File: src/rtl/aead_inflow.sv
module aead_inflow #(
  parameter int W   = 32,
  parameter int SW  = 32,
  parameter int BLK = 128,
  parameter int KEY = 128,
  parameter int TAG = 128
) (
  input  logic                          clk,
  input  logic                          rst,
  input  logic [W-1:0]                  pub_data,
  input  logic                          pub_valid,
  output logic                          pub_ready,
  input  logic [SW-1:0]                 sec_data,
  input  logic                          sec_valid,
  output logic                          sec_ready,
  output logic [KEY-1:0]                key_out,
  output logic                          key_fresh,
  output logic [BLK-1:0]                cb_data,
  output logic [$clog2(BLK/8+1)-1:0]    cb_bytes,
  output logic [BLK/8-1:0]              cb_padpos,
  output logic                          cb_valid,
  input  logic                          cb_take,
  output logic                          cb_last_seg,
  output logic                          cb_last_all,
  output logic                          cb_empty,
  output logic                          cb_is_ad,
  output logic [3:0]                    cb_type,
  output logic                          cb_decrypt,
  output logic [TAG-1:0]                xtag,
  output logic                          xtag_ready,
  output logic [W-1:0]                  hdr_data,
  output logic                          hdr_valid
);
  localparam int WB  = W / 8;
  localparam int BB  = BLK / 8;
  localparam int WPB = BLK / W;
  localparam int KW  = KEY / SW;
  localparam int SZW = $clog2(BB + 1);
  localparam int WCW = (WPB > 1) ? $clog2(WPB) : 1;
  localparam int KCW = (KW > 1) ? $clog2(KW) : 1;

  localparam logic [3:0] OP_ACT = 4'h7;
  localparam logic [3:0] OP_ENC = 4'h2;
  localparam logic [3:0] OP_DEC = 4'h3;
  localparam logic [3:0] T_AD   = 4'h3;
  localparam logic [3:0] T_MSG  = 4'h4;
  localparam logic [3:0] T_TAG  = 4'h5;

  typedef enum logic [2:0] {S_OP, S_KEY, S_HDR, S_DAT, S_TAG} st_t;

  st_t              st;
  logic             dec_q;
  logic [3:0]       styp;
  logic [15:0]      rem;
  logic [BLK-1:0]   sipo;
  logic [WCW-1:0]   wcnt;
  logic [SZW-1:0]   sz;
  logic [KEY-1:0]   kst;
  logic [KCW-1:0]   kcnt;
  logic             kfull;

  wire              take   = pub_valid & pub_ready;
  wire [3:0]        op     = pub_data[W-1 -: 4];
  wire [15:0]       hlen   = pub_data[15:0];
  wire              lastw  = rem <= 16'(WB);
  wire [SZW-1:0]    nb     = lastw ? SZW'(rem) : SZW'(WB);
  wire              blkful = wcnt == WCW'(WPB - 1);

  assign pub_ready   = (st != S_KEY) & ~cb_valid;
  assign sec_ready   = ~kfull;
  assign cb_bytes    = sz;
  assign cb_type     = styp;
  assign cb_is_ad    = styp == T_AD;
  assign cb_last_all = cb_last_seg & (styp == T_MSG);
  assign cb_decrypt  = dec_q;

  for (genvar i = 0; i < BB; i++) begin : g_pad
    assign cb_data[BLK-1-8*i -: 8] = (SZW'(i) < sz) ? sipo[BLK-1-8*i -: 8] :
                                     (SZW'(i) == sz) ? 8'h80 : 8'h00;
    assign cb_padpos[i] = SZW'(i) == sz;
  end

  always_ff @(posedge clk) begin
    if (rst) begin
      st          <= S_OP;
      dec_q       <= 1'b0;
      styp        <= 4'h0;
      rem         <= '0;
      sipo        <= '0;
      wcnt        <= '0;
      sz          <= '0;
      kst         <= '0;
      kcnt        <= '0;
      kfull       <= 1'b0;
      key_out     <= '0;
      key_fresh   <= 1'b0;
      cb_valid    <= 1'b0;
      cb_last_seg <= 1'b0;
      cb_empty    <= 1'b0;
      xtag        <= '0;
      xtag_ready  <= 1'b0;
      hdr_data    <= '0;
      hdr_valid   <= 1'b0;
    end else begin
      hdr_valid <= 1'b0;
      key_fresh <= 1'b0;
      if (cb_valid && cb_take) begin
        cb_valid <= 1'b0;
        sz       <= '0;
        wcnt     <= '0;
      end
      if (sec_valid && sec_ready) begin
        kst <= KEY'({kst, sec_data});
        if (kcnt == KCW'(KW - 1)) begin
          kcnt  <= '0;
          kfull <= 1'b1;
        end else begin
          kcnt <= kcnt + 1'b1;
        end
      end
      case (st)
        S_OP: if (take) begin
          hdr_valid  <= 1'b1;
          hdr_data   <= pub_data;
          xtag_ready <= 1'b0;
          case (op)
            OP_ACT: st <= S_KEY;
            OP_ENC: begin dec_q <= 1'b0; st <= S_HDR; end
            OP_DEC: begin dec_q <= 1'b1; st <= S_HDR; end
            default: ;
          endcase
        end
        S_KEY: if (kfull) begin
          key_out   <= kst;
          kfull     <= 1'b0;
          key_fresh <= 1'b1;
          st        <= S_OP;
        end
        S_HDR: if (take) begin
          hdr_valid <= 1'b1;
          hdr_data  <= pub_data;
          styp      <= op;
          rem       <= hlen;
          if (op == T_TAG) begin
            if (hlen == 16'd0) begin
              xtag_ready <= 1'b1;
              st         <= S_OP;
            end else begin
              st <= S_TAG;
            end
          end else if (hlen == 16'd0) begin
            if (op == T_MSG) begin
              cb_valid    <= 1'b1;
              sz          <= '0;
              cb_last_seg <= 1'b1;
              cb_empty    <= 1'b1;
              st          <= dec_q ? S_HDR : S_OP;
            end
          end else begin
            st <= S_DAT;
          end
        end
        S_DAT: if (take) begin
          for (int i = 0; i < WPB; i++)
            if (wcnt == WCW'(i)) sipo[BLK-1-i*W -: W] <= pub_data;
          rem <= rem - 16'(nb);
          sz  <= sz + nb;
          if (lastw) begin
            cb_valid    <= 1'b1;
            cb_last_seg <= 1'b1;
            cb_empty    <= 1'b0;
            st          <= (styp == T_MSG && !dec_q) ? S_OP : S_HDR;
          end else if (blkful) begin
            cb_valid    <= 1'b1;
            cb_last_seg <= 1'b0;
            cb_empty    <= 1'b0;
          end else begin
            wcnt <= wcnt + 1'b1;
          end
        end
        S_TAG: if (take) begin
          xtag <= TAG'({xtag, pub_data});
          rem  <= rem - 16'(nb);
          if (lastw) begin
            xtag_ready <= 1'b1;
            st         <= S_OP;
          end
        end
        default: st <= S_OP;
      endcase
    end
  end


  blk_hold_chk: assert property (@(posedge clk) disable iff (rst)
    cb_valid && !cb_take |=> cb_valid && $stable(cb_data) && $stable(cb_bytes));


  mid_full_chk: assert property (@(posedge clk) disable iff (rst)
    cb_valid && !cb_last_seg |-> cb_bytes == SZW'(BB));


  empty_msg_chk: assert property (@(posedge clk) disable iff (rst)
    cb_valid && cb_empty |-> cb_bytes == '0 && cb_last_all);


  key_pulse_chk: assert property (@(posedge clk) disable iff (rst)
    key_fresh |=> !key_fresh);


  key_free_chk: assert property (@(posedge clk) disable iff (rst)
    key_fresh |-> sec_ready);


  tag_hold_chk: assert property (@(posedge clk) disable iff (rst)
    xtag_ready && !pub_valid |=> xtag_ready && $stable(xtag));

endmodule

File: config.mk
export PLATFORM = sky130hd
export DESIGN_NAME = aead_inflow
export DESIGN_NICKNAME = d
export VERILOG_FILES = /design/src/rtl/aead_inflow.sv
export SDC_FILE = /design/constraint.sdc
export NUM_CORES = 1
export LEC_CHECK = 0
export BUFFER_PORTS_ARGS = -buffer_cell sky130_fd_sc_hd__buf_2
export CAP_MARGIN = 20
export CELL_PAD_IN_SITES_DETAIL_PLACEMENT = 1
export CELL_PAD_IN_SITES_GLOBAL_PLACEMENT = 2
export CORE_ASPECT_RATIO = 1.75
export CORE_UTILIZATION = 30
export CTS_BUF_LIST = sky130_fd_sc_hd__clkbuf_8
export DETAILED_ROUTE_END_ITERATION = 8
export PLACE_DENSITY_LB_ADDON = 0.15
export SETUP_SLACK_MARGIN = 0.5
export SLEW_MARGIN = 10
export SYNTH_ARGS = -nofsm -noshare
export SYNTH_HDL_FRONTEND = slang
export SYNTH_SLANG_ARGS = --single-unit
File: constraint.sdc
create_clock -name clk -period 7.1 [get_ports clk]
set_input_delay 0.71 -clock clk [delete_from_list [all_inputs] [get_ports clk]]
set_output_delay 0.71 -clock clk [all_outputs]
set_load 0.02 [all_outputs]
==> impl_metrics.csv, run 1 <==
group,metric,value,unit
drt,wl,91900,um
worst_setup_path,end_kind,"output port",
yosys,synth.area.top_cells,"dfxtp_1, nand2_1, a21oi_1",
floorplan,die_area,0.0731,sq mm
power_and_ir_drop,irDropWorstVdd,152,uV
clock_tree,insertion_delay,0.70,ns
final_layout,layout_common_cells,"nand2_1, dfxtp_1, buf_2, a21oi_1, a22o_1",
clock_tree,cts_buffers,92,
placement,gp_congestion,0.819,
final_layout,final_common_cell,"nand2_1",
drt,ant_nets,0,
floorplan,core,0.0710,sq mm
worst_setup_path,crit_type,"register to output port",
yosys,synthCells,2630,
clock_tree,cts_resized,0,
worst_setup_path,crit_fanout,16,
final_layout,multi_input_area,0.00907,sq mm
timing,final.setup.tns,0,ns
floorplan,start_util,30.4,%
timing,finalSetupViolations,0,
floorplan,die_w,205,um
yosys,synth-main-ff-cell,"dfxtp_1",
final_layout,areaGrowthSynthToFinish,23.9,%
yosys,synth.net_count,2710,
final_layout,post-route-util,37.7,%
clock_tree,hold_buffers,0,
drt,drc,0,
clock_tree,cts_num_sinks,584,
placement,hpwl,64800,um
floorplan,rows,129,
global_routing,antenna_found_initial,3,
timing,rsz0062_at_grt,"false",
yosys,ys_async_sr_fraction,0,%
power_and_ir_drop,p_leak,0.0111,uW
hold_path,hp-class,"primary input to register",
worst_setup_path,cp.arrival,3.37,ns
drt,num_vias,20200,
drt,viasPerCell,4.99,
floorplan,die_y,357,um
placement,io_buffers,520,
final_layout,nets,3143,
flow_run,cap_viol_max_count,0,
clock_tree,post_cts_buffers,0,
run_status,status,"completed",
global_routing,grt_pass1_vias,20900,
power_and_ir_drop,power_per_cell_area,268,mW/mm^2
worst_setup_path,cp.required,6.39,ns
timing,final-hold-violation-count,0,
clock_tree,clk_pin_slew,0.06,ns
timing,skew,0.0245,ns
drt,drt_pass1_iterations,5,
global_routing,grt_util_all_layers,24.7,%
timing,drv_slew,0,
timing,worstMarginPinSlew,1.13,ns
worst_setup_path,start_kind,"register",
timing,timing.final.crit_share,57.5,%
clock_tree,cts_tree,"done",
yosys,synth_area,0.0216,sq mm
floorplan,io_pins,521,
yosys,synth-edff-count,0,
drt,dr.first_iter.drc_count,1092,
timing,min_period,4.08,ns
yosys,yosysSeqAreaShare,54.1,%
power_and_ir_drop,total_power,7180,uW
drt,wire_per_inst,22.7,um
yosys,yosysTopAreaCell,"dfxtp_1",
global_routing,grt_max_degree,219,
timing,relSlewSlack,24.1,%
yosys,synth_top_area_share,54.1,%
yosys,ys_types,69,
clock_tree,cts_buffer_depth,3,
yosys,syn_area_per_cell,8.21,sq um
final_layout,ff_latch_area,0.0117,sq mm
clock_tree,cts_max_level,3,
clock_tree,cts_root_buf,"clkbuf_8",
timing,fmax,245,MHz
global_routing,grt_pass1_wl,135000,um
final_layout,fillCellCount,8649,
global_routing,globalRouteOverflowTotal,0,
timing,setup_slack,3.02,ns
final_layout,drive_above_1_share,22.7,%
yosys,ys_warn_count,0,
yosys,synth-seq-cells,584,
placement,pre_cts_ws,3.67,ns
final timing paths:
| check | startpoint | end | slack [ns] | cells after the start |
|---|---|---|---|---|
| worst max register to register | rem[8] | rem[4] | 4.11 | 11 |
| worst max-delay path | cb_bytes[2] | cb_data[119] | 3.02 | 4 |
| worst min-delay path | sec_data[16] | kst[16] | 0.26 | 3 |
| worst min register to register | hdr_data[13] | hdr_data[13] | 0.45 | 2 |
cells by family after synthesis:
| family | share of synthesized area (%) |
|---|---|
| adder cells (fa/ha/maj) | 0.672 |
| other | 0.0348 |
| XOR/XNOR | 0.0811 |
| multiplexers | 0.261 |
| buffers and inverters | 4.17 |
| AND/OR/NAND/NOR | 22.6 |
| flip-flops | 54.1 |
| AO/OA/AOI/OAI | 18.0 |
metrics by stage:
stage                     instances  hold WS (ns)  cell area, sq um
after floorplan                2630         0.432             21600
after global placement         3884         0.439             24800
after detailed placement       3885         0.445             24800
after CTS                      4049         0.188             26700
after global routing           4051         0.216             26800
final                          4051         0.259             26800
metal layers:
| metal | vias to the layer above | track usage, % | part of all wire [%] |
|---|---|---|---|
| met4 | 2 | 10.3 | 3.8 |
| met1 | 9824 | 26.8 | 38 |
| met3 | 145 | 7.28 | 7.8 |
| li1 | 9598 | - | - |
| met2 | 644 | 44.0 | 50 |
| met5 | - | 0 | 0.012 |
worst max-delay path, cell delays in order, from the launching register on:
cell	delay, ns
dfxtp_1	0.52
or3_1	0.65
nor2_1	0.92
mux2_2	0.43
buf_2	0.16
final cells by class:
class | instances | area share (%)
diodes | 1 | 0.00935
flip-flops and latches | 584 | 43.7
clock buffers | 120 | 6.17
well taps | 917 | 4.29
repair buffers | 550 | 10.8
multi-input cells | 1824 | 33.9
inverters | 11 | 0.154
clock inverters | 44 | 0.949
sequential cells by signal, indices dropped and copies added, names as in the netlist, 2 cells and up:
signal    count
key_out     128
kst         128
st            3
kcnt          2
cb_bytes      5
sipo        128
hdr_data     32
cb_type       4
xtag        128
wcnt          2
rem          16
synth_stat cells (4+ instances only):
| library cell | count |
|---|---|
| a21oi_1 | 452 |
| buf_2 | 14 |
| clkbuf_2 | 7 |
| a31oi_1 | 6 |
| dfxtp_1 | 584 |
| a22o_1 | 128 |
| nand2_1 | 885 |
| and3_1 | 6 |
| buf_4 | 9 |
| a22oi_1 | 4 |
| nor2_1 | 56 |
| buf_1 | 6 |
| nor3b_1 | 4 |
| and2_1 | 66 |
| inv_1 | 11 |
| nand2b_1 | 9 |
| nand3_1 | 12 |
| clkbuf_1 | 174 |
| nor3_1 | 18 |
| nor4_1 | 16 |
| ha_1 | 10 |
| nand3b_1 | 5 |
| o21bai_1 | 4 |
| a21o_1 | 9 |
| nor2b_1 | 53 |
| o21ai_0 | 21 |
power breakdown:
group          switching (uW)  leakage, uW  total [uW]  internal, uW
logic                     524      0.00531         741           217
registers                87.2      0.00472        3440          3350
clock network            1410      0.00109        3000          1590
Power figures use the tool's default switching activity.
==> inputs of run 2 (changes only) <==
Settings changed: ABC_AREA set to 1, CORE_UTILIZATION 30 to 28.
Clock period 7.1 ns to 3.34 ns, I/O delays scaled along.
==> run 2 against run 1 <==
Compared with the run above:
- via count increased by 5.4%
- global-route usage fell by 1.8 points
- wire length grew 0.86%
- non-clock buffer count increased by 80
- core utilization shrank 1.7 points
- first-iteration DRC count is 20% lower
- design area increased by 5.5%
- largest power group unchanged
==> impl_metrics.csv, run 2 <==
group,metric,value,unit
global_routing,grt_max_degree,145,
hold_path,hp-class,"primary input to register",
drt,wl,92700,um
power_and_ir_drop,power_per_cell_area,654,mW/mm^2
placement,dp.cells,4236,
worst_setup_path,critical_path_buf_inv_count,4,
floorplan,rows,136,
placement,gp_congestion,0.870,
timing,relSlewSlack,48.8,%
clock_tree,insertion_delay,0.76,ns
yosys,synthCells,2825,
clock_tree,clk_pin_slew,0.06,ns
final_layout,layout_common_cells,"dfxtp_1, buf_2, o21ai_0, nor2_1, inv_1",
floorplan,die_area,0.0803,sq mm
power_and_ir_drop,irDropWorstVdd,335,uV
timing,timing.final.crit_share,81.6,%
worst_setup_path,end_kind,"output port",
yosys,synth.net_count,2905,
worst_setup_path,reg2reg_depth,14,
drt,wire_per_inst,20.7,um
drt,drc,0,
final_layout,drive_above_1_share,22.9,%
yosys,ys_warn_count,0,
timing,drv_slew,0,
final_layout,areaGrowthSynthToFinish,27.5,%
timing,final-hold-violation-count,0,
yosys,synth-seq-cells,584,
timing,final.setup.tns,0,ns
clock_tree,cts_tree,"done",
yosys,muxShareOfSynthArea,0,%
clock_tree,cts_buffers,94,
global_routing,antenna_found_initial,1,
yosys,yosys.area_share.simple,15.4,%
yosys,ys_async_sr_fraction,0,%
hold_path,min_path_cells,3,
timing,finalSetupViolations,0,
floorplan,io_pins,521,
floorplan,die_w,215,um
yosys,synth_xor_area_share,0.119,%
timing,setup_slack,0.614,ns
final_layout,fillCellCount,9657,
global_routing,globalRouteOverflowTotal,0,
final_layout,nets,3445,
timing,rsz0062_at_grt,"true",
worst_setup_path,start_kind,"register",
yosys,synth-main-ff-cell,"dfxtp_1",
yosys,yosys-top-cells-count,"dfxtp_1, o21ai_0, nor2_1, a21oi_1, inv_1",
yosys,ys_types,47,
worst_setup_path,critPathLaunch,"cb_bytes[0]",
yosys,synth.area.top_cells,"dfxtp_1, o21ai_0, nor2_1",
placement,hpwl,67300,um
timing,min_period,2.73,ns
worst_setup_path,r2r_slack,0.90,ns
worst_setup_path,worst-path-stages,7,
worst_setup_path,r2r-start,"rem[8]",
floorplan,die_y,374,um
worst_setup_path,crit_fanout,9,
worst_setup_path,cp.arrival,2.39,ns
drt,num_vias,21300,
yosys,synth_top_family_by_area,"compound AO/OA/AOI/OAI gates",
drt,ant_nets,0,
worst_setup_path,cp.required,3.01,ns
yosys,synth_area,0.0221,sq mm
global_routing,grt_pass1_vias,22400,
drt,dr.first_iter.drc_count,869,
power_and_ir_drop,p_leak,0.0130,uW
clock_tree,cts_buffer_depth,3,
clock_tree,cts_num_sinks,584,
run_status,status,"completed",
clock_tree,cts_root_buf,"clkbuf_8",
worst_setup_path,critPathMaxStageDelay,0.42,ns
global_routing,grt_pass1_wl,140000,um
worst_setup_path,cpMostUsedCell,"buf_4",
worst_setup_path,endpoint,"cb_data[78]",
floorplan,start_util,28.2,%
timing,skew,0.0279,ns
worst_setup_path,crit_type,"register to output port",
timing,whs,0.0635,ns
timing,worstMarginPinSlew,0.767,ns
drt,viasPerCell,4.77,
yosys,synthAdderAreaFrac,0.655,%
power_and_ir_drop,total_power,18500,uW
yosys,synth-edff-count,0,
yosys,syn_area_per_cell,7.84,sq um
final_layout,final_common_cell,"dfxtp_1",
worst_setup_path,cp_top_family,"buffers and inverters",
floorplan,core,0.0784,sq mm
worst_setup_path,crit_path_top_delay_cell,"dfxtp_2",
worst_setup_path,cp_cell_sequence,"buf_4 -> nand3_1 -> nand2_1 -> clkinv_1 -> buf_4 -> nor2_1 -> buf_2",
yosys,synth_compound_area_share,21.0,%
yosys,yosysMostFrequentCell,"dfxtp_1",
final_layout,layout.cells.non_filler,4467,
placement,pre_cts_ws,0.511,ns
yosys,synth_top_area_share,52.8,%
global_routing,grt_util_all_layers,22.8,%
flow_run,cap_viol_max_count,0,
drt,drt_pass1_iterations,6,
worst_setup_path,reg2reg_to,"cb_bytes[3]",
yosys,yosysSeqAreaShare,52.8,%
placement,io_buffers,520,
timing,fmax,367,MHz
yosys,yosysTopAreaCell,"dfxtp_1",
clock_tree,cts_max_level,3,
-- run 2: cell types whose count changed in the layout (fill, tap and decap cells not counted), moves of 66 or more --
cell | before | now
and2_1 | 66 | 0
a22o_1 | 128 | 0
inv_1 | 38 | 334
a21oi_1 | 451 | 333
nor2_1 | 53 | 442
o21ai_1 | 1 | 87
nand2_1 | 883 | 121
o21ai_0 | 21 | 477
nand3_1 | 11 | 150
-- run 2: worst min path at each step --
stage                 start      endpoint  slack, ns
2_1_floorplan      kst[127]  key_out[127]       0.41
3_3_place_gp       kst[114]      kst[114]       0.43
3_5_place_dp   hdr_data[17]  hdr_data[17]       0.44
4_1_cts         pub_data[3]       sipo[3]      0.001
5_1_grt         pub_data[3]       sipo[3]       0.04
6_report        pub_data[3]       sipo[3]       0.06
-- run 2: routing by layer --
layer	vias to the layer above	wire, um	part of all wire, %	track usage (%)
met5	-	0	0	0
met4	0	3300	3.6	9.60
met3	137	6010	6.5	6.10
met2	610	46800	51	41.5
met1	10300	36500	39	24.7
li1	10300	-	-	-
-- run 2: worst register-to-register path, stage by stage (launching register included) --
cell and delay, ns:
dfxtp_1 0.36, nor2_2 0.21, nand2_2 0.11, nor2_4 0.14
nand2_4 0.09, nor2_4 0.13, inv_2 0.07, nor2_1 0.20
ha_1 0.28, a21o_1 0.18, a21oi_1 0.16, a21oi_1 0.08
o21ai_0 0.08, o211ai_1 0.12, a21oi_1 0.14
-- run 2: final cells by class --
class                   count  area (sq um)  area share, %
clock inverters            41           246          0.873
diodes                      2          5.00         0.0177
clock buffers             120          1650           5.85
flip-flops and latches    584         11700           41.4
multi-input cells        1715          8310           29.4
inverters                 340          1310           4.65
repair buffers            630          3710           13.1
well taps                1035          1290           4.59
-- run 2: cells by family (layout without fill, tap and decap cells) --
family / count (synthesis) / after routing
other: 2 / 4
buffers and inverters: 526 / 1131
flip-flops: 584 / 584
AO/OA/AOI/OAI: 915 / 915
AND/OR/NAND/NOR: 784 / 784
adder cells (fa/ha/maj): 11 / 11
XOR/XNOR: 3 / 3
-- run 2: power by group --
part / internal [uW] / switching [uW]
combinational: 1200 / 2910
sequential: 7530 / 431
clock: 3310 / 3090
total: 12000 / 6430
-- run 2: per-stage QoR --
stage	util (%)	instance area, sq um
2_1_floorplan	-	22100
3_3_place_gp	32.6	25600
3_5_place_dp	32.6	25600
4_1_cts	35.9	28200
5_1_grt	36.0	28200
6_report	36.0	28200
-- run 2: what timing repair did --
| item | CTS | global route |
|---|---|---|
| gates resized for setup | 25 | 9 |
| pin swaps | 1 | 1 |
| hold buffers | 64 | 0 |
| setup buffers | 3 | 1 |
| setup endpoints to repair | 112 | 35 |
| hold endpoints to repair | 137 | 0 |
==> inputs of run 3 (changes only) <==
Clock period 3.34 ns to 2.4 ns, I/O delays scaled along.
==> run 3 against run 2 <==
Compared with the run above:
- the run now ends with negative setup slack left
- clock skew up 0.0027 ns
- via count grew 2.9%
- sequential cell count stayed put
- critical path type unchanged
- combinational power grew 72%
- first-iteration DRC count up 5.3%
- register-to-register slack worse by 0.69 ns
- count of clock-buffer cells in the layout rose by 4
- clock power grew 41%
- final cell count grew 2.8%
- non-clock buffer count grew 117
==> impl_metrics.csv, run 3 (synthesis results as in run 2) <==
group,metric,value,unit
global_routing,grt_util_all_layers,23.5,%
timing,worstMarginPinSlew,0.812,ns
worst_setup_path,critPathLaunch,"cb_bytes[3]",
global_routing,grt_pass1_vias,22800,
timing,drv_slew,0,
global_routing,globalRouteOverflowTotal,0,
flow_run,cap_viol_max_count,0,
run_status,violations,"negative setup slack",
power_and_ir_drop,power_per_cell_area,859,mW/mm^2
drt,ant_nets,0,
worst_setup_path,crit_type,"register to output port",
timing,finalSetupViolations,21,
placement,dpl_cell_area,0.0262,sq mm
clock_tree,cts_num_sinks,584,
hold_path,holdCritStartpoint,"sec_data[19]",
final_layout,design_area,0.0316,sq mm
clock_tree,cts_tree,"done",
worst_setup_path,r2r-start,"rem[9]",
placement,io_buffers,520,
global_routing,antenna_found_initial,1,
worst_setup_path,critPathMaxStageDelay,0.39,ns
timing,skew,0.0306,ns
worst_setup_path,crit_path_top_delay_cell,"dfxtp_4",
clock_tree,cts_buffers,95,
floorplan,start_util,28.2,%
worst_setup_path,cp.arrival,2.18,ns
clock_tree,cts_root_buf,"clkbuf_8",
floorplan,die_area,0.0803,sq mm
worst_setup_path,crit_fanout,7,
final_layout,nets,3566,
final_layout,areaGrowthSynthToFinish,42.8,%
floorplan,rows,136,
drt,dr.first_iter.drc_count,915,
clock_tree,insertion_delay,0.77,ns
power_and_ir_drop,p_leak,0.0141,uW
power_and_ir_drop,irDropWorstVdd,458,uV
timing,min_period,2.42,ns
global_routing,grt_pass1_wl,143000,um
floorplan,core,0.0784,sq mm
timing,rsz0062_at_grt,"true",
worst_setup_path,cp.required,2.16,ns
clock_tree,clk_pin_slew,0.06,ns
placement,hpwl,70500,um
placement,gp_congestion,0.876,
global_routing,grt_max_degree,129,
timing,fmax,413,MHz
drt,drc,0,
timing,final.setup.tns,-0.239,ns
timing,relSlewSlack,45.9,%
timing,timing.final.crit_share,101,%
clock_tree,cts_max_level,3,
floorplan,die_y,374,um
drt,drt_pass1_iterations,4,
final_layout,drive_above_1_share,31.4,%
drt,viasPerCell,4.78,
drt,wire_per_inst,21.6,um
worst_setup_path,r2r_slack,0.21,ns
timing,setup_slack,-0.0239,ns
floorplan,io_pins,521,
worst_setup_path,cp_cell_sequence,"inv_4 -> nor2_4 -> inv_2 -> nor2_4 -> buf_6 -> inv_8 -> nor2_4 -> inv_2 -> nand3_4 -> nor2_2 -> buf_6",
final_layout,layout_common_cells,"dfxtp_1, o21ai_0, buf_2, nor2_1, a21oi_1",
drt,num_vias,21900,
timing,final-hold-violation-count,0,
run_status,status,"finished, violations left",
worst_setup_path,cpMostUsedCell,"nor2_4",
floorplan,die_w,215,um
drt,wl,99100,um
hold_path,hp-class,"primary input to register",
worst_setup_path,end_kind,"output port",
power_and_ir_drop,total_power,27200,uW
final_layout,final_common_cell,"dfxtp_1",
worst_setup_path,start_kind,"register",
clock_tree,cts_buffer_depth,3,
-- run 3: metrics by stage --
| step | hold slack [ns] | util [%] | instances | setup slack (ns) |
|---|---|---|---|---|
| global placement | 0.431 | 33.4 | 4288 | 0.113 |
| floorplan | 0.375 | - | 2825 | 0.434 |
| CTS | 0.224 | 38.3 | 4549 | -0.0958 |
| finish | 0.314 | 40.3 | 4591 | -0.0239 |
| global route | 0.322 | 40.3 | 4591 | -0.0947 |
| detailed placement | 0.435 | 33.4 | 4288 | 0.129 |
-- run 3: area by class of cell --
type | count | area (sq um)
Fill cell | 9447 | 46800
Sequential cell | 584 | 11700
Multi-Input combinational cell | 1717 | 9430
Timing Repair Buffer | 747 | 5840
Clock buffer | 124 | 1710
Inverter | 340 | 1370
Tap cell | 1035 | 1290
Clock inverter | 42 | 228
Timing Repair inverter | 1 | 16.3
Antenna cell | 1 | 2.50
-- run 3: power breakdown --
group	internal (uW)	total (uW)	switching, uW
Sequential	10500	11100	607
Clock	4720	9010	4290
Combinational	2410	7060	4660
Total	17600	27200	9560
-- run 3: critical path, delay by kind of cell, from the launching register on --
kind          cells  cell delay, ns
flops             1            0.39
buf+inv           6            0.57
simple gates      5            0.46
-- run 3: path summary, 6_finish.rpt --
kind                                      to  depth (start not counted)
worst max-delay path             cb_data[41]                         11
worst min-delay path                 kst[19]                          4
worst max register to register   cb_bytes[3]                         14
worst min register to register  hdr_data[20]                          2
-- run 3: routing by layer --
metal	global-route usage, %	up-vias	part of all wire [%]	wire (um)
met1	24.9	10600	38	37900
met4	10.2	0	4.6	4550
met2	43.0	636	51	50400
li1	-	10500	-	-
met3	6.41	164	6.3	6200
met5	0	-	0	0
-- run 3: timing repair --
| item | in CTS | in global routing |
|---|---|---|
| setup buffers | 26 | 36 |
| gates resized for setup | 362 | 324 |
| setup endpoints to repair | 385 | 545 |
| hold buffers | 68 | 0 |
| endpoints found under the hold margin | 199 | 0 |
| pin swaps | 33 | 64 |
| cloned | 1 | 5 |
